===== src/rtl/steer_pkg.sv =====
package steer_pkg;
  localparam int BYTE_W = 8;
  localparam int WORD_W = 16;

  localparam logic [2:0] DEST_MAIN   = 3'd2;
  localparam logic [2:0] DEST_SUB    = 3'd3;
  localparam logic [2:0] DEST_SAMPLE = 3'd4;
  localparam logic [2:0] DEST_PROG   = 3'd5;
  localparam logic [2:0] DEST_WORK   = 3'd7;

  localparam logic [1:0] KIND_SAMPLE = 2'd0;
  localparam logic [1:0] KIND_PROG   = 2'd1;
  localparam logic [1:0] KIND_WORK   = 2'd2;

  typedef enum logic [1:0] {
    CLS_NONE,
    CLS_PROC,
    CLS_BYTE,
    CLS_WORD
  } dcls_t;
endpackage


===== src/rtl/steer_decode.sv =====
module steer_decode
  import steer_pkg::*;
(
  input  logic [2:0] dest,
  output dcls_t      cls,
  output logic [1:0] kind
);
  always_comb begin
    cls  = CLS_NONE;
    kind = KIND_SAMPLE;
    case (dest)
      DEST_MAIN, DEST_SUB: cls = CLS_PROC;
      DEST_SAMPLE: begin
        cls  = CLS_BYTE;
        kind = KIND_SAMPLE;
      end
      DEST_PROG: begin
        cls  = CLS_WORD;
        kind = KIND_PROG;
      end
      DEST_WORK: begin
        cls  = CLS_WORD;
        kind = KIND_WORK;
      end
      default: cls = CLS_NONE;
    endcase
  end
endmodule


===== src/rtl/steer_addr_unit.sv =====
module steer_addr_unit
  import steer_pkg::*;
#(
  parameter int DMA_W     = 16,
  parameter int OFF_W     = 3,
  parameter int SAMPLE_AW = 13,
  localparam int ADDR_W   = DMA_W + OFF_W
) (
  input  logic              clk,
  input  logic              rst_n,
  input  logic              ctrl_wr,
  input  logic              dma_wr,
  input  logic [DMA_W-1:0]  dma_wdata,
  input  logic              acc,
  input  dcls_t             cls,
  output logic [DMA_W-1:0]  dma_q,
  output logic [OFF_W-1:0]  off_q,
  output logic [ADDR_W-1:0] cur_addr
);
  localparam logic [ADDR_W-1:0] SMASK =
    {{(ADDR_W-SAMPLE_AW){1'b0}}, {SAMPLE_AW{1'b1}}};

  logic [ADDR_W-1:0] nxt;

  assign cur_addr = {dma_q, off_q};

  always_comb begin
    nxt = cur_addr;
    if (acc) begin
      case (cls)
        CLS_PROC: nxt = off_q[0] ? {dma_q, {OFF_W{1'b0}}}
                                 : (cur_addr | ADDR_W'(1));
        CLS_BYTE: nxt = (cur_addr + ADDR_W'(2)) & SMASK;
        CLS_WORD: nxt = cur_addr + ADDR_W'(1);
        default:  nxt = cur_addr;
      endcase
    end
  end

  always_ff @(posedge clk) begin
    if (!rst_n) begin
      dma_q <= '0;
      off_q <= '0;
    end else if (dma_wr) begin
      dma_q <= dma_wdata;
      off_q <= '0;
    end else if (ctrl_wr) begin
      off_q <= '0;
    end else begin
      {dma_q, off_q} <= nxt;
    end
  end
endmodule


===== src/rtl/steer_host_reg.sv =====
module steer_host_reg
  import steer_pkg::*;
(
  input  logic              clk,
  input  logic              rst_n,
  input  logic              acc,
  input  dcls_t             cls,
  input  logic              lane_lo,
  input  logic [BYTE_W-1:0] byte_in,
  output logic [WORD_W-1:0] host_q
);
  always_ff @(posedge clk) begin
    if (!rst_n) begin
      host_q <= '0;
    end else if (acc && cls != CLS_NONE) begin
      if (lane_lo) host_q[BYTE_W-1:0]      <= byte_in;
      else         host_q[WORD_W-1:BYTE_W] <= byte_in;
    end
  end
endmodule


===== src/rtl/xfer_steer.sv =====
module xfer_steer
  import steer_pkg::*;
#(
  parameter int DMA_W     = 16,
  parameter int SAMPLE_AW = 13,
  localparam int OFF_W    = 3,
  localparam int ADDR_W   = DMA_W + OFF_W
) (
  input  logic              clk,
  input  logic              rst_n,
  input  logic              in_valid,
  input  logic [7:0]        in_data,
  input  logic              in_last,
  output logic              in_ready,
  input  logic              ctrl_wr,
  input  logic [2:0]        ctrl_dest,
  input  logic              dma_wr,
  input  logic [DMA_W-1:0]  dma_wdata,
  output logic [DMA_W-1:0]  dma_addr,
  input  logic              host_rd_main,
  input  logic              host_rd_sub,
  output logic [15:0]       host_data,
  output logic              data_ready,
  output logic              end_flag,
  input  logic              wram_grant,
  output logic              mem_we,
  output logic [1:0]        mem_kind,
  output logic              mem_byte,
  output logic [ADDR_W-1:0] mem_addr,
  output logic [15:0]       mem_data
);
  localparam logic [ADDR_W-1:0] SMASK =
    {{(ADDR_W-SAMPLE_AW){1'b0}}, {SAMPLE_AW{1'b1}}};

  logic [2:0]        dest_q;
  dcls_t             cls;
  logic [1:0]        kind;
  logic              acc;
  logic [OFF_W-1:0]  off_q;
  logic [ADDR_W-1:0] cur_addr;
  logic              rd_hit;
  logic              word_we;

  assign in_ready = !data_ready && !ctrl_wr && !dma_wr;
  assign acc      = in_valid && in_ready;

  steer_decode u_dec (
    .dest (dest_q),
    .cls  (cls),
    .kind (kind)
  );

  steer_addr_unit #(
    .DMA_W     (DMA_W),
    .OFF_W     (OFF_W),
    .SAMPLE_AW (SAMPLE_AW)
  ) u_addr (
    .clk       (clk),
    .rst_n     (rst_n),
    .ctrl_wr   (ctrl_wr),
    .dma_wr    (dma_wr),
    .dma_wdata (dma_wdata),
    .acc       (acc),
    .cls       (cls),
    .dma_q     (dma_addr),
    .off_q     (off_q),
    .cur_addr  (cur_addr)
  );

  steer_host_reg u_host (
    .clk     (clk),
    .rst_n   (rst_n),
    .acc     (acc),
    .cls     (cls),
    .lane_lo (off_q[0]),
    .byte_in (in_data),
    .host_q  (host_data)
  );

  assign rd_hit = (host_rd_main && dest_q == DEST_MAIN) ||
                  (host_rd_sub  && dest_q == DEST_SUB);

  always_ff @(posedge clk) begin
    if (!rst_n) begin
      dest_q     <= '0;
      data_ready <= 1'b0;
      end_flag   <= 1'b0;
    end else if (ctrl_wr) begin
      dest_q     <= ctrl_dest;
      data_ready <= 1'b0;
      end_flag   <= 1'b0;
    end else begin
      if (acc && cls == CLS_PROC && off_q[0]) data_ready <= 1'b1;
      else if (data_ready && rd_hit)          data_ready <= 1'b0;
      if (acc && in_last) end_flag <= 1'b1;
    end
  end

  assign word_we = (cls == CLS_WORD) && off_q[0] &&
                   (kind != KIND_WORK || wram_grant);

  always_ff @(posedge clk) begin
    if (!rst_n) begin
      mem_we   <= 1'b0;
      mem_kind <= '0;
      mem_byte <= 1'b0;
      mem_addr <= '0;
      mem_data <= '0;
    end else begin
      mem_we <= acc && (cls == CLS_BYTE || word_we);
      if (acc) begin
        mem_kind <= kind;
        mem_byte <= (cls == CLS_BYTE);
        if (cls == CLS_BYTE) begin
          mem_addr <= cur_addr & SMASK;
          mem_data <= {8'h00, in_data};
        end else begin
          mem_addr <= {cur_addr[ADDR_W-1:1], 1'b0};
          mem_data <= {host_data[15:8], in_data};
        end
      end
    end
  end
endmodule


===== config.mk =====
export PLATFORM = sky130hd
export DESIGN_NAME = xfer_steer
export DESIGN_NICKNAME = d
export VERILOG_FILES = /design/src/rtl/steer_pkg.sv /design/src/rtl/steer_decode.sv /design/src/rtl/steer_addr_unit.sv /design/src/rtl/steer_host_reg.sv /design/src/rtl/xfer_steer.sv
export SDC_FILE = /design/constraint.sdc
export NUM_CORES = 1
export LEC_CHECK = 0
export BUFFER_PORTS_ARGS = -buffer_cell sky130_fd_sc_hd__buf_2
export CORE_MARGIN = 2
export CORE_UTILIZATION = 55
export DETAILED_ROUTE_END_ITERATION = 6
export GPL_TIMING_DRIVEN = 1
export MAX_ROUTING_LAYER = met4
export PLACE_DENSITY = 0.89
export REMOVE_ABC_BUFFERS = 1
export SYNTH_ARGS = -nofsm -noshare
export SYNTH_HDL_FRONTEND = slang
export SYNTH_SLANG_ARGS = --single-unit

===== constraint.sdc =====
create_clock -name clk -period 3.2 [get_ports clk]
set_input_delay 0.32 -clock clk [delete_from_list [all_inputs] [get_ports clk]]
set_output_delay 0.32 -clock clk [all_outputs]
set_load 0.02 [all_outputs]

==> summary.txt, run 1 <==
Run status
  • Status: finished with violations
  • Violated checks: design-rule violations

Detailed routing
  • DR vias: between 3000 and 4000
  • Drc violations: 5
  • DRT iter0 DRCs: approximately 320
  • WL/cell: between 15 and 20 um
  • Total Routed Length: 10200 um
  • Post-route ant nets: 0
  • DRT Pass-1 Iters: 7
  • Via density per instance: 6.20

Min path
  • WHS Endpoint: end_flag$_SDFFE_PP0P_
  • Hold path startpoint: in_last
  • HP Class: in -> reg
  • Worst Hold Path Cells: 3

STA
  • Worst Max-Slew Pin Slew: 0.765 ns
  • Peak Freq: 0.428 GHz
  • Clk_skew: 0.00872 ns
  • Fin Setup TNS: 0 ns
  • Post-route clock period utilization: 73.1%
  • Hold violation count in the final report: 0
  • Unrepaired setup endpoints after global routing: no
  • Setup violators final: 0
  • Max-slew violations: 0
  • Tmin final: 2.34 ns
  • Rel. slew slack: 49.0%

Clocking
  • Worst-path clk slew: 0.08 ns
  • CTS Hold Buffers Added: 0
  • Clk_lat worst skew: between 0.3 and 0.4 ns
  • # resized after CTS: 0
  • Clock buffer depth: 2
  • H-tree levels: 3
  • Clock sinks: between 70 and 80
  • Post-CTS setup buffer count: 0
  • CTS tree: done
  • CTS Buf Count: 9
  • Clock root cell: clkbuf_8

Floorplanning
  • Initial Util: 57.2%
  • Die Y: 85.8 um
  • Die Wd: around 86 um
  • Core ar.: between 6000 and 7000 um2
  • Ports: 110
  • DIE AREA: 7350 um2
  • Core Rows: 29

Place
  • HPWL after DPL: 7010 um
  • Placer Congestion: 0.938
  • Port bufs: 109
  • Area after DPL: 4150 um2

Critical path
  • Worst path arrival time: approximately 2.6 ns
  • Register-to-Register Path Depth: 5
  • Setup CP Type: reg -> reg
  • Critical Path RT: 3.47 ns
  • Nature of the critical path endpoint: flip-flop
  • Crit-path max FO: 16
  • R2r setup slk: around 0.86 ns
  • Startpoint type of the worst setup path: flip-flop
  • Reg-to-Reg End: u_addr.dma_q[6]$_SDFFE_PN0P_
  • Worst r2r src: dest_q[0]$_SDFFE_PN0P_

Yosys
  • Yosys warns: 0
  • Synth Register Bits: between 70 and 80
  • Top FF cell, synth: dfxtp_1
  • Syn Area/Cell: 8.32 um2
  • Cell count after synthesis: approximately 440
  • Post-Syn Area: 3680 um2
  • Asr flop ratio synth: 0%
  • Netlist cell types: 53
  • Post-synth EDFFs: 0
  • Sequential share of the synthesized area: a little over two fifths

GRT
  • First-pass GRT wire length: 16700 um
  • Vias in the first global route: 3525
  • Initial antenna violation count: 0
  • Total track usage: slightly below 30%
  • Gr ovfl total: 0
  • Largest net degree at the start of global routing: 44

Power and ir drop
  • NetSw: 554 uW
  • Sequential power share: 52.4%
  • Peak supply drop: 0.000293 V
  • Clk pwr share: roughly 38%
  • Sw frac: 27.7%
  • Internal power: 1450 uW
  • Power per Cell Area: 460 nW/um2
  • Comb pwr share: 10.0%
  • P_leak: 0.00187 uW

Finish
  • Antenna fix cells: 0
  • # nets final: 564
  • Core Util, Final: 67.7%
  • Layout cell share with drive strength beyond 1: 26.4%
  • Area delta synth->final: 18.3%
  • Fill count: 549
  • Fin area: 4350 um2

Flow run
  • Max cap viols: 0
## cells by family after synthesis
logic type | share of synthesized area (%)
muxes | 5.45
DFF | 43.0
and+or+nand+nor | 24.5
AOI/OAI and AO/OA | 18.0
buffers and inverters | 7.56
adders and majority gates | 0.681
xor gates and xnor gates | 0.715
## flip-flops by register name, summed over array words and instances, names as in the netlist
register,count
mem_addr,19
mem_data,16
u_addr.dma_q,16
u_host.host_q,16
dest_q,3
u_addr.off_q,3
mem_kind,2
data_ready,1
end_flag,1
mem_byte,1
mem_we,1
## critical path, stage by stage, from the launching register on
cell and delay, ns:
dfxtp_1 0.66, nand2b_1 0.29, nand3_1 0.22, buf_4 0.28, or4_1 0.50, a311oi_1 0.29
## final cells by class
type,instances,area (um2),share of cell area (%)
timing repair buffer,119,621,14.3
clock inverter,6,70.1,1.61
sequential,79,1580,36.4
multi-input combinational,309,1820,41.9
inverter,8,30.0,0.690
clock buffer,10,128,2.93
tap,77,96.3,2.22
## per-stage QoR
step                hold slack, ns  total power [uW]  instances  setup slack (ns)
floorplan                    0.397              1170        396           -0.0970
global placement             0.441              1260        592              1.02
detailed placement           0.446              1270        592             0.920
CTS                          0.192              2000        608             0.911
global route                 0.206              2060        608             0.692
finish                       0.193              2000        608             0.862
## power groups by stage
| stage | Sequential [uW] | Clock, uW | Combinational (uW) |
|---|---|---|---|
| final | 1050 | 753 | 199 |
| after CTS | 1050 | 754 | 199 |
| after global placement | 1070 | 0 | 192 |
| after detailed placement | 1070 | 0 | 197 |
| after global routing | 1050 | 793 | 217 |
| after floorplan | 1080 | 0 | 82.5 |
## synth_stat cells (3+ instances only)
cell type / count / area share, %
clkbuf_1: 28 / 2.9
nor2b_1: 3 / 0.51
a22oi_1: 14 / 2.9
nor2_1: 31 / 3.2
a31oi_1: 7 / 1.2
or4_1: 7 / 1.4
nand3_1: 12 / 1.6
dfxtp_1: 79 / 43
and2_1: 7 / 1.2
o21ai_0: 12 / 1.6
or3_1: 3 / 0.51
a21oi_1: 30 / 4.1
and3_1: 4 / 0.68
and4_1: 3 / 0.71
nor3_1: 4 / 0.54
mux2i_1: 20 / 5.4
o311ai_0: 3 / 0.71
nand2_1: 80 / 8.2
a41oi_1: 4 / 0.95
nor3b_1: 3 / 0.61
nand2b_1: 6 / 1.0
o211ai_1: 9 / 1.8
inv_1: 8 / 0.82
buf_4: 16 / 3.3
nor4_1: 5 / 0.85
nand4_1: 7 / 1.2
## cells in the final DEF, fill, tap and decap left out, types with 3 or more instances in the layout
master | synthesis | final
a22oi_1 | 14 | 14
o21ai_0 | 12 | 12
o211ai_1 | 9 | 9
nor4_1 | 5 | 5
a31oi_1 | 7 | 7
nand3_1 | 12 | 12
inv_1 | 8 | 8
nand4_1 | 7 | 7
nor2_1 | 31 | 31
nand2_1 | 80 | 80
buf_2 | 0 | 109
mux2i_1 | 20 | 20
nor3b_1 | 3 | 3
nor3_1 | 4 | 4
o311ai_0 | 3 | 3
and4_1 | 3 | 3
a21oi_1 | 30 | 30
and2_1 | 7 | 7
or3_1 | 3 | 3
or4_1 | 7 | 7
and3_1 | 4 | 4
buf_4 | 16 | 10
nor2b_1 | 3 | 3
nand2b_1 | 6 | 6
a41oi_1 | 4 | 4
clkbuf_8 | 0 | 9
dfxtp_1 | 79 | 79
## metal layers
metal | part of all wire [%] | global-route usage (%)
met4 | 2.7 | 15.2
met1 | 41 | 36.3
met3 | 6.9 | 5.10
met5 | 0 | -
met2 | 49 | 45.6
## how the worst max path moves through the flow
stage	end	from	slack (ns)
3_3_place_gp	u_addr.dma_q[12]$_SDFFE_PN0P_	dma_wr	1.02
4_1_cts	u_addr.dma_q[6]$_SDFFE_PN0P_	dest_q[0]$_SDFFE_PN0P_	0.91
6_report	u_addr.dma_q[6]$_SDFFE_PN0P_	dest_q[0]$_SDFFE_PN0P_	0.86
5_1_grt	u_addr.dma_q[6]$_SDFFE_PN0P_	dest_q[0]$_SDFFE_PN0P_	0.69
3_5_place_dp	u_addr.dma_q[15]$_SDFFE_PN0P_	dma_wr	0.92
2_1_floorplan	u_host.host_q[10]$_SDFFE_PN0P_	data_ready$_SDFFE_PP0P_	-0.1
No activity file was read; power rests on OpenSTA's default activity.
==> run 2, diff against run 1 <==
Settings changed: CORE_UTILIZATION 55 to 51, PLACE_DENSITY 0.89 to 0.84.
Clock period 3.2 ns to 2.4 ns, I/O delays scaled along.
==> summary.txt, run 2 (same netlist as run 1, synthesis figures left out) <==
Finish
  • # nets final: 575
  • Fill count: approximately 620
  • Commonest cells after routing, fill and taps aside: 109 x buf_2, 80 x nand2_1, 79 x dfxtp_1
  • Core Util, Final: 64.8%
  • Area delta synth->final: 21.2%
  • Max reg flops: 19
  • Layout cell share with drive strength beyond 1: 27.9%
  • Antenna fix cells: 0
  • Most common cell after layout, fill and taps aside: buf_2
  • Largest Register: mem_addr

GRT
  • Gr ovfl total: 0
  • Total track usage: 26.8%
  • Largest net degree at the start of global routing: between 50 and 60
  • First-pass GRT wire length: 16100 um
  • Initial antenna violation count: 0
  • Vias in the first global route: 3336

Critical path
  • R2r setup slk: 0.29 ns
  • Reg-to-Reg End: u_host.host_q[5]$_SDFFE_PN0P_
  • Worst r2r src: data_ready$_SDFFE_PP0P_
  • Worst setup startpoint: data_ready$_SDFFE_PP0P_
  • Worst setup path end: u_host.host_q[5]$_SDFFE_PN0P_
  • Nature of the critical path endpoint: flip-flop
  • Startpoint type of the worst setup path: flip-flop
  • Register-to-Register Path Depth: 5
  • Critical Path RT: 2.68 ns
  • Setup CP Type: reg -> reg
  • Worst path arrival time: 2.39 ns
  • Crit-path max FO: 24

STA
  • Rel. slew slack: approximately a third
  • Worst hold slack: 0.117 ns
  • Worst Max-Slew Pin Slew: around 1.0 ns
  • Peak Freq: 0.475 GHz
  • Setup violators final: 0
  • Tmin final: 2.11 ns
  • Clk_skew: 0.0112 ns
  • Post-route clock period utilization: between 80 and 90%
  • Unrepaired setup endpoints after global routing: no
  • Hold violation count in the final report: 0
  • Max-slew violations: 0

Clocking
  • CTS Buf Count: 9
  • CTS Hold Buffers Added: 0
  • # resized after CTS: 0
  • Clock sinks: 79
  • Clock root cell: clkbuf_8
  • Clk_lat worst skew: around 0.35 ns
  • CTS tree: done
  • Post-CTS setup buffer count: 0
  • Clock buffer depth: 2
  • Worst-path clk slew: 0.09 ns
  • H-tree levels: 3

Detailed routing
  • DR vias: 3704
  • Total Routed Length: 10300 um
  • DRT iter0 DRCs: between 300 and 400
  • Via density per instance: roughly 5.8
  • Drc violations: 0
  • WL/cell: roughly 16 um
  • DRT Pass-1 Iters: 6
  • Post-route ant nets: 0

Power and ir drop
  • Internal power: 1940 uW
  • NetSw: 743 uW
  • Power per Cell Area: 602 nW/um2
  • Peak supply drop: approximately 0.00037 V
  • Clk pwr share: between 30 and 40%
  • Sw frac: roughly 28%
  • Comb pwr share: 10.9%
  • P_leak: 0.00193 uW
  • Sequential power share: 51.6%

Floorplanning
  • Die Wd: 88.9 um
  • Core ar.: 6870 um2
  • Die Y: 88.9 um
  • DIE AREA: 7900 um2
  • Initial Util: 53.5%
  • Ports: 110
  • Core Rows: 30

Place
  • Port bufs: between 100 and 150
  • HPWL after DPL: 7150 um
  • Placer Congestion: 0.974

Run status
  • Status: completed

Flow run
  • Max cap viols: 0

Min path
  • HP Class: in -> reg
## run 2: changes by cell type in the layout (fill, tap and decap cells not counted), sizes merged
cell      previous run  this run
buf                119       130
clkinv               2         3
clkinvlp             2         1
## run 2: power groups by stage
stage / logic (uW) / clock network [uW] / registers [uW]
after detailed placement: 289 / 0 / 1410
final: 292 / 1010 / 1380
after global placement: 285 / 0 / 1410
after CTS: 290 / 1010 / 1380
after floorplan: 110 / 0 / 1450
after global routing: 318 / 1060 / 1390
## run 2: layer usage
metal | track usage [%] | vias up | wire length [um]
li1 | - | 1761 | -
met1 | 34.1 | 1731 | 4420
met2 | 43.1 | 183 | 5020
met3 | 4.89 | 29 | 633
met4 | 9.23 | 0 | 199
met5 | - | - | 0
## run 2: area by class of cell
class                           instances  area [um2]  area share, %
Sequential cell                        79        1580           35.5
Clock buffer                           10         128           2.87
Timing Repair Buffer                  130         703           15.8
Tap cell                               96         120           2.70
Multi-Input combinational cell        309        1820           40.9
Clock inverter                          6        68.8           1.54
Inverter                                8        30.0          0.674
## run 2: how the worst min path moves through the flow
stage                         startpoint                            to  slack [ns]  cells after the start
2_1_floorplan                     dma_wr  u_addr.off_q[0]$_SDFFE_PP0P_        0.32                      1
5_1_grt                          in_last         end_flag$_SDFFE_PP0P_        0.13                      3
3_3_place_gp   mem_addr[12]$_SDFFE_PN0P_     mem_addr[12]$_SDFFE_PN0P_        0.44                      2
6_report                         in_last         end_flag$_SDFFE_PP0P_        0.12                      3
3_5_place_dp    mem_addr[7]$_SDFFE_PN0P_      mem_addr[7]$_SDFFE_PN0P_        0.44                      2
4_1_cts                          in_last         end_flag$_SDFFE_PP0P_        0.12                      3
## run 2: critical path, cell delays in order (launching register included)
cell	delay [ns]
dfxtp_1	0.44
or4b_4	0.18
buf_4	0.27
nor2_1	0.08
o21ai_1	0.78
mux2i_1	0.27
## run 2: metrics by stage
stage,cells,instance area [um2],setup WS [ns],total power [uW],TNS (ns)
CTS,638,4450,0.315,2680,0
finish,638,4450,0.294,2680,0
floorplan,396,3430,-0.897,1560,-15.97
global placement,622,4260,0.361,1700,0
global route,638,4450,0.108,2770,0
detailed placement,622,4260,0.334,1700,0
==> run 3, diff against run 2 <==
Settings changed: CORE_UTILIZATION 51 to 40, PLACE_DENSITY 0.84 to 0.7.
==> summary.txt, run 3 (same netlist as run 1, synthesis figures left out) <==
Critical path
  • Crit-path max FO: 21
  • Setup CP Type: reg -> reg
  • Startpoint type of the worst setup path: flip-flop
  • CP bufs+invs: 1
  • Slowest Stage Delay on Critical Path: 0.80 ns
  • CP Cell Sequence: or4b_4 > buf_4 > nor2_1 > o21ai_1 > mux2i_1
  • Critical Path RT: approximately 2.7 ns
  • Worst r2r src: data_ready$_SDFFE_PP0P_
  • Register-to-Register Path Depth: 5
  • Worst path arrival time: 2.40 ns
  • Reg-to-Reg End: u_host.host_q[4]$_SDFFE_PN0P_
  • Nature of the critical path endpoint: flip-flop
  • Top cell family by delay on the critical path: compound AO/OA/AOI/OAI gates
  • Worst path slowest cell: o21ai_1
  • R2r setup slk: 0.28 ns

Floorplanning
  • Die Y: 99.9 um
  • DIE AREA: 9970 um2
  • Initial Util: 41.7%
  • Core Rows: 34
  • Core ar.: 8810 um2
  • Die Wd: 99.9 um
  • Ports: 110

Place
  • Pre-CTS setup slack: 0.256 ns
  • Port bufs: 109
  • HPWL after DPL: 7470 um
  • Placed Instances: around 640
  • Placer Congestion: 0.895

STA
  • Hold violation count in the final report: 0
  • Post-route clock period utilization: 88.5%
  • Peak Freq: 0.471 GHz
  • Worst Max-Slew Pin Slew: approximately 1.0 ns
  • Tmin final: 2.12 ns
  • Clk_skew: around 0.011 ns
  • Rel. slew slack: between 30% and 40%
  • Worst hold slack: 0.118 ns
  • Setup violators final: 0
  • Worst setup margin: approximately 0.28 ns
  • Max-slew violations: 0
  • Unrepaired setup endpoints after global routing: no
  • Fin Setup TNS: 0 ns

Detailed routing
  • DRT Pass-1 Iters: 5
  • WL/cell: 16.2 um
  • Via density per instance: ~5.6
  • DR vias: roughly 3600
  • Post-route ant nets: 0
  • Drc violations: 0
  • DRT iter0 DRCs: 319
  • Total Routed Length: 10500 um

Power and ir drop
  • P_leak: 0.00193 uW
  • Power per Cell Area: between 500 and 600 nW/um2
  • Peak supply drop: roughly 0.0003 V

GRT
  • Vias in the first global route: 3441
  • Initial antenna violation count: 0
  • First-pass GRT wire length: 17100 um
  • Largest net degree at the start of global routing: 51
  • Gr ovfl total: 0
  • Total track usage: 22.1%

Finish
  • Antenna fix cells: 0
  • Core Util, Final: about half
  • Layout cell share with drive strength beyond 1: 28.0%
  • Commonest cells after routing, fill and taps aside: 109 x buf_2, 80 x nand2_1, 79 x dfxtp_1
  • Fill count: 873
  • Largest Register: mem_addr
  • Area of the multi-input gates: 1820 um2
  • Max reg flops: 19
  • Area delta synth->final: 21.8%
  • Sequential Area: between 1500 and 2000 um2
  • # nets final: 576
  • Most common cell after layout, fill and taps aside: buf_2
  • Final Non-Filler Cells: 651

Clocking
  • Clock sinks: 79
  • Clk_lat worst skew: 0.35 ns
  • Clock root cell: clkbuf_8
  • # resized after CTS: 0
  • CTS tree: done
  • H-tree levels: 3
  • CTS Buf Count: 9
  • CTS Hold Buffers Added: 0
  • Clock buffer depth: 2
  • Worst-path clk slew: ~0.08 ns
  • Post-CTS setup buffer count: 0

Min path
  • Hold path startpoint: in_last
  • WHS Endpoint: end_flag$_SDFFE_PP0P_
  • Worst Hold Path Cells: 3
  • HP Class: in -> reg

Flow run
  • Max cap viols: 0

Run status
  • Status: completed
run 3: cell types whose count changed in the layout (fill, tap and decap cells not counted):
cell | previous run | this run
buf_4 | 21 | 22
run 3: worst max-delay path by stage:
stage,slack (ns),start,depth (start not counted),endpoint
after global placement,0.36,ctrl_wr,5,u_addr.dma_q[15]$_SDFFE_PN0P_
final,0.28,data_ready$_SDFFE_PP0P_,5,u_host.host_q[4]$_SDFFE_PN0P_
after detailed placement,0.26,ctrl_wr,6,u_host.host_q[2]$_SDFFE_PN0P_
after global routing,0.11,data_ready$_SDFFE_PP0P_,5,u_host.host_q[4]$_SDFFE_PN0P_
after CTS,0.24,data_ready$_SDFFE_PP0P_,5,u_host.host_q[4]$_SDFFE_PN0P_
after floorplan,-0.90,data_ready$_SDFFE_PP0P_,4,u_host.host_q[10]$_SDFFE_PN0P_
run 3: where the power goes:
group          internal [uW]  leakage, uW  switching (uW)
logic                    111      0.00119             183
registers               1340     0.000642            40.9
clock network            487    0.0000968             515
total                   1940      0.00193             740
run 3: routing by layer:
metal	GRT usage [%]	routed length (um)	up-vias
li1	-	-	1762
met1	28.6	4540	1710
met2	35.1	5170	132
met3	3.41	605	22
met4	8.22	228	0
met5	-	0	-
run 3: worst register-to-register path, stage by stage (launching register included):
cell,delay (ns)
dfxtp_1,0.44
or4b_4,0.18
buf_4,0.26
nor2_1,0.08
o21ai_1,0.80
mux2i_1,0.28
run 3: cell type report:
| cell class | instances | share of cell area, % |
|---|---|---|
| well taps | 108 | 3.02 |
| clock buffers | 10 | 2.85 |
| multi-input cells | 309 | 40.7 |
| clock inverters | 6 | 1.54 |
| flip-flops and latches | 79 | 35.3 |
| inverters | 8 | 0.671 |
| repair buffers | 131 | 15.9 |
run 3: stage by stage:
step | power, uW | instance area (um2)
after global routing | 2780 | 4480
final | 2680 | 4480
after global placement | 1700 | 4280
after detailed placement | 1710 | 4280
after CTS | 2690 | 4480
after floorplan | 1560 | 3430
